**src/rtl/hps_pkg.sv**
```systemverilog
package hps_pkg;
  localparam int CHG_LEN_W = 9;
  localparam logic [CHG_LEN_W-1:0] CHG_CLAMP = 9'd64;

  typedef enum logic [1:0] {
    ST_OFF    = 2'd0,
    ST_CHARGE = 2'd1,
    ST_RAMP   = 2'd2,
    ST_DONE   = 2'd3
  } hps_state_e;

  // Charge length in eighths of a time constant
  function automatic logic [CHG_LEN_W-1:0] tc_code_eighths(input logic [3:0] code);
    logic [CHG_LEN_W-1:0] r;
    unique case (code)
      4'd0:    r = 9'd0;
      4'd1:    r = 9'd4;
      4'd2:    r = 9'd5;
      4'd3:    r = 9'd6;
      4'd4:    r = 9'd7;
      4'd5:    r = 9'd8;
      4'd6:    r = 9'd16;
      4'd7:    r = 9'd24;
      4'd8:    r = 9'd32;
      4'd9:    r = 9'd40;
      4'd10:   r = 9'd48;
      4'd11:   r = 9'd56;
      4'd12:   r = 9'd64;
      4'd13:   r = 9'd128;
      4'd14:   r = 9'd192;
      default: r = 9'd256;
    endcase
    return r;
  endfunction
endpackage

```
**src/rtl/hps_cfg.sv**
```systemverilog
module hps_cfg
  import hps_pkg::*;
(
  input  logic                 clk,
  input  logic                 rst,
  input  logic                 we,
  input  logic                 lock,
  input  logic [1:0]           res_code,
  input  logic [3:0]           tc_code,
  input  logic [1:0]           step_code,
  output logic [CHG_LEN_W-1:0] len_q,
  output logic [1:0]           step_q,
  output logic                 err_q
);
  logic long_code;
  logic big_res;
  logic bad;

  assign long_code = (tc_code >= 4'd13);
  assign big_res   = (res_code >= 2'b10);
  assign bad       = long_code && big_res;

  always_ff @(posedge clk) begin
    if (rst) begin
      len_q  <= tc_code_eighths(4'b0101);
      step_q <= 2'b01;
      err_q  <= 1'b0;
    end else if (we && !lock) begin
      len_q  <= bad ? CHG_CLAMP : tc_code_eighths(tc_code);
      step_q <= step_code;
      err_q  <= err_q | bad;
    end
  end
endmodule

```
**src/rtl/hps_charge_timer.sv**
```systemverilog
module hps_charge_timer
  import hps_pkg::*;
(
  input  logic                 clk,
  input  logic                 rst,
  input  logic                 load,
  input  logic                 run,
  input  logic                 tick,
  input  logic [CHG_LEN_W-1:0] len,
  output logic                 expire
);
  logic [CHG_LEN_W-1:0] cnt_q;

  always_ff @(posedge clk) begin
    if (rst) begin
      cnt_q <= '0;
    end else if (load) begin
      cnt_q <= len;
    end else if (run && tick && (cnt_q != '0)) begin
      cnt_q <= cnt_q - 1'b1;
    end
  end

  // Leave on the tick that consumes the last eighth, or at once for length 0
  assign expire = run && ((cnt_q == '0) || (tick && (cnt_q == CHG_LEN_W'(1))));
endmodule

```
**src/rtl/hps_step_timer.sv**
```systemverilog
module hps_step_timer #(
  parameter int STEP_MS = 50
) (
  input  logic       clk,
  input  logic       rst,
  input  logic       run,
  input  logic       ms_tick,
  input  logic [1:0] step_code,
  output logic       step_p
);
  localparam int SW = $clog2(4 * STEP_MS + 1);

  logic [SW-1:0] cnt_q;
  logic [SW-1:0] interval;
  logic          hit;

  always_comb begin
    unique case (step_code)
      2'b01:   interval = SW'(STEP_MS);
      2'b10:   interval = SW'(2 * STEP_MS);
      default: interval = SW'(4 * STEP_MS);
    endcase
  end

  assign hit    = (cnt_q == interval - SW'(1));
  assign step_p = run && ms_tick && (step_code != 2'b00) && hit;

  always_ff @(posedge clk) begin
    if (rst || !run) begin
      cnt_q <= '0;
    end else if (ms_tick) begin
      cnt_q <= hit ? '0 : cnt_q + SW'(1);
    end
  end
endmodule

```
**src/rtl/hp_popfree_seq.sv**
```systemverilog
module hp_popfree_seq
  import hps_pkg::*;
#(
  parameter int ATT_W   = 7,
  parameter int ATT_MAX = 72,
  parameter int STEP_MS = 50
) (
  input  logic             clk,
  input  logic             rst,
  input  logic             pwr_req,
  input  logic             cfg_we,
  input  logic [1:0]       cfg_res,
  input  logic [3:0]       cfg_tc_code,
  input  logic [1:0]       cfg_step_code,
  input  logic [ATT_W-1:0] tgt_att,
  input  logic             ms_tick,
  input  logic             tc8_tick,
  output logic             chg_en,
  output logic             route_en,
  output logic [ATT_W-1:0] att,
  output logic             done,
  output logic             cfg_err
);
  localparam logic [ATT_W-1:0] ATT_TOP = ATT_W'(ATT_MAX);

  hps_state_e st_q, st_d;
  logic [CHG_LEN_W-1:0] len_q;
  logic [1:0]           step_q;
  logic                 chg_exp;
  logic                 step_p;
  logic [ATT_W-1:0]     tgt_c;
  logic [ATT_W-1:0]     att_q, att_d;
  logic                 ramp_end;

  hps_cfg u_cfg (
    .clk      (clk),
    .rst      (rst),
    .we       (cfg_we),
    .lock     (st_q != ST_OFF),
    .res_code (cfg_res),
    .tc_code  (cfg_tc_code),
    .step_code(cfg_step_code),
    .len_q    (len_q),
    .step_q   (step_q),
    .err_q    (cfg_err)
  );

  hps_charge_timer u_chg (
    .clk   (clk),
    .rst   (rst),
    .load  (st_q != ST_CHARGE),
    .run   (st_q == ST_CHARGE),
    .tick  (tc8_tick),
    .len   (len_q),
    .expire(chg_exp)
  );

  hps_step_timer #(.STEP_MS(STEP_MS)) u_step (
    .clk      (clk),
    .rst      (rst),
    .run      (st_q == ST_RAMP),
    .ms_tick  (ms_tick),
    .step_code(step_q),
    .step_p   (step_p)
  );

  assign tgt_c = (tgt_att > ATT_TOP) ? ATT_TOP : tgt_att;

  assign ramp_end = (step_q == 2'b00) || (att_q <= tgt_c) ||
                    (step_p && ((att_q - ATT_W'(1)) <= tgt_c));

  always_comb begin
    st_d = st_q;
    unique case (st_q)
      ST_OFF:    if (pwr_req) st_d = ST_CHARGE;
      ST_CHARGE: if (chg_exp) st_d = ST_RAMP;
      ST_RAMP:   if (ramp_end) st_d = ST_DONE;
      default:   st_d = ST_DONE;
    endcase
    if (!pwr_req) st_d = ST_OFF;
  end

  always_comb begin
    unique case (st_d)
      ST_DONE: att_d = tgt_c;
      ST_RAMP: att_d = (st_q == ST_RAMP && step_p) ? att_q - ATT_W'(1) : att_q;
      default: att_d = ATT_TOP;
    endcase
  end

  always_ff @(posedge clk) begin
    if (rst) begin
      st_q     <= ST_OFF;
      att_q    <= ATT_TOP;
      chg_en   <= 1'b0;
      route_en <= 1'b0;
      done     <= 1'b0;
    end else begin
      st_q     <= st_d;
      att_q    <= att_d;
      chg_en   <= (st_d == ST_CHARGE);
      route_en <= (st_d == ST_RAMP) || (st_d == ST_DONE);
      done     <= (st_d == ST_DONE);
    end
  end

  assign att = att_q;
endmodule

```
**config.mk**
```make
export PLATFORM = sky130hd
export DESIGN_NAME = hp_popfree_seq
export DESIGN_NICKNAME = d
export VERILOG_FILES = /design/src/rtl/hps_pkg.sv /design/src/rtl/hps_cfg.sv /design/src/rtl/hps_charge_timer.sv /design/src/rtl/hps_step_timer.sv /design/src/rtl/hp_popfree_seq.sv
export SDC_FILE = /design/constraint.sdc
export NUM_CORES = 1
export LEC_CHECK = 0
export ABC_AREA = 1
export BUFFER_PORTS_ARGS = -buffer_cell sky130_fd_sc_hd__buf_4
export CAP_MARGIN = 5
export CORE_ASPECT_RATIO = 1.75
export CORE_MARGIN = 4
export CORE_UTILIZATION = 50
export CTS_CLUSTER_DIAMETER = 50
export DETAILED_ROUTE_END_ITERATION = 7
export HOLD_SLACK_MARGIN = 0.15
export PLACE_DENSITY = 0.72
export SLEW_MARGIN = 20
export SYNTH_ARGS = -nofsm -noshare
export SYNTH_HDL_FRONTEND = slang
export SYNTH_SLANG_ARGS = --single-unit
```
**constraint.sdc**
```tcl
create_clock -name clk -period 3.15 [get_ports clk]
set_input_delay 0.315 -clock clk [delete_from_list [all_inputs] [get_ports clk]]
set_output_delay 0.315 -clock clk [all_outputs]
set_load 0.02 [all_outputs]
```
==> impl_metrics.yaml <==
timing:
  slew_headroom_pct: 66.16
  maxSlewViolCount: 0
  timing.final.crit_share_pct: 87.48
  finalCriticalPeriod_ns: 2.756
  finalHoldViolCount: 0
  setup_violations: 0
  rsz0062_at_grt: "no"
  setup-tns-final_ns: 0
  max_freq_mhz: 362.9
  tightest_slew_ns: 0.5071
  holdWs_ns: 0.2443
  skew_ns: 0.004034
  setup_ws_ns: 0.3942
clock_tree:
  numCtsBuffers: 5
  path_clk_slew_ns: 0.08
  cts_max_level: 2
  post_cts_buffers: 0
  cts_buffer_depth: 2
  cts_tree: "done"
  clock-sinks: 41
  clkLatencyLatePin_ns: 0.30
  cts_root_buf: "clkbuf_8"
  cts_resized: 0
  cts_hold_buf: 0
logic_synthesis:
  syn_nets: 461
  synth-edff-count: 0
  yosysMostFrequentCell: "nand2_1"
  async_flop_share_pct: 0
  synth_cells: 414
  synth_flop_cell: "dfxtp_1"
  yosys.area.top_type: "dfxtp_1"
  synthTopCellsByCount: "nand2_1 (93), inv_1 (62), dfxtp_1 (41)"
  avgSynthCellArea_um2: 6.873
  synth_area_leaders: "dfxtp_1 (29%), nand2_1 (12%), ha_1 (11%)"
  synth_cell_types: 34
  ys_ff_latch: 41
  yosysTopAreaCellShare_pct: 28.85
  synth_area_um2: 2845
  ys_warn_count: 0
  yosysSeqAreaShare_pct: 28.85
run_status:
  status: "finished clean"
route:
  drc: 0
  via_per_inst: 5.202
  drt-pass1-iter-count: 5
  wire_per_inst_um: 12.41
  num_vias: 2700
  antenna_left: 0
  wl_mm: 6.443
  drt_iter0_markers: 112
cells_and_area:
  fill_cells: 552
  drive_gt1_share_pct: 13.77
  area_growth_pct: 12.40
  n_antenna_cell: 0
  fin_nets: 489
pwr:
  powerDensity_nw_per_um2: 375.7
  cellLeakagePower_uw: 0.001539
  ir_drop_v: 0.0003390
floorplanning:
  core_area_um2: 5540
  io_pins: 32
  die_height_um: 107.8
  start_util_pct: 51.36
  die-area_um2: 7009
  fp.dieW_um: 65.03
  placement_rows: 36
placement:
  post-dp-hpwl_mm: 5.166
  place_congestion: 0.8777
  pre_cts_slack_ns: 0.3907
  io_buffers: 30
grt:
  grt_pass1_vias: 2640
  gr-total-overflow: 0
  grt_max_degree: 21
  grt_pass1_wl_mm: 11.03
  antenna_found_initial: 0
  globalRouteTotalUtil_pct: 19.76
setup_path:
  critPathKind: "flop to flop"
  crit_arrival_ns: 2.95
  worstPathRequired_ns: 3.35
  cp_max_fo: 17
  setup.worst_path.start_class: "flop"
  end_kind: "flop"
min_path:
  min_path_type: "primary input to flop"
job:
  drv_cap: 0
[registers in the layout, indices dropped and copies added, names as in the netlist]
name and flops:
u_cfg.len_q 9, u_chg.cnt_q 9, u_step.cnt_q 8, att 7
st_q 2, u_cfg.step_q 2, chg_en 1, done 1
route_en 1, u_cfg.err_q 1
[final cells by class]
type | count | area (um^2) | share of cell area, %
multi-input cells | 297 | 1714 | 53.60
flip-flops and latches | 41 | 820.8 | 25.67
inverters | 67 | 251.5 | 7.864
repair buffers | 30 | 225.2 | 7.042
well taps | 76 | 95.09 | 2.973
clock buffers | 5 | 68.82 | 2.152
clock inverters | 3 | 22.52 | 0.7042
[worst max-delay path, stage by stage (launching register included)]
cell     delay [ns]
dfxtp_1        0.35
inv_1          0.12
ha_1           0.21
nand2_1        0.11
nor3_1         0.19
xor2_1         0.22
ha_1           0.27
a21o_1         0.17
nor2_1         0.15
nand2_1        0.07
nand2_1        0.07
nand2_2        0.07
nand2_4        0.12
nand2_4        0.14
nand3_1        0.13
inv_1          0.10
nor2_1         0.13
nor2_1         0.04
[logic make-up (layout without fill, tap and decap cells)]
| group | after synthesis | after routing | share of synthesized area, % |
|---|---|---|---|
| simple gates | 207 | 207 | 34.30 |
| compound gates | 54 | 54 | 11.43 |
| fa+ha+maj | 26 | 26 | 11.43 |
| xor+xnor | 10 | 10 | 3.078 |
| buf+inv | 76 | 105 | 10.91 |
| flops | 41 | 41 | 28.85 |
[path summary, 6_finish.rpt]
| path | end | slack [ns] | start | cells past startpoint |
|---|---|---|---|---|
| max | att[5]$_SDFFE_PP0P_ | 0.39 | att[0]$_SDFFE_PP0P_ | 17 |
| min | u_cfg.step_q[0]$_SDFFE_PP1P_ | 0.24 | cfg_step_code[0] | 3 |
| max reg2reg | att[5]$_SDFFE_PP0P_ | 0.39 | att[0]$_SDFFE_PP0P_ | 17 |
| min reg2reg | u_cfg.len_q[0]$_SDFFE_PP0P_ | 0.47 | u_cfg.len_q[0]$_SDFFE_PP0P_ | 2 |
[per-stage QoR]
stage	util [%]	cells	instance area (um^2)	power [uW]
4_1_cts	57.72	519	3198	1217
3_3_place_gp	56.07	511	3107	861.2
6_report	57.72	519	3198	1202
5_1_grt	57.72	519	3198	1274
3_5_place_dp	56.07	511	3107	868.9
2_1_floorplan	-	414	2845	792.8
[layer usage]
metal	routed length [um]	up-vias	track usage, %
met5	0	-	0
met4	193	0	9.792
met3	241	15	2.926
met2	3541	59	38.83
met1	2466	1230	19.22
li1	-	1396	-
[report_power, final]
group / switching [uW] / internal [uW]
sequential: 18.1 / 542
combinational: 185 / 112
clock: 190 / 155
[cell usage in the layout, fill, tap and decap left out, types with 9 or more instances in the layout]
| cell | instances |
|---|---|
| nand2_1 | 93 |
| inv_1 | 62 |
| dfxtp_1 | 41 |
| nor2_1 | 37 |
| buf_4 | 30 |
| nand3_1 | 28 |
| ha_1 | 26 |
| a21oi_1 | 22 |
| nand4_1 | 19 |
| o21ai_0 | 15 |
| xor2_1 | 9 |
| nor3_1 | 9 |
Power figures use the tool's default switching activity.
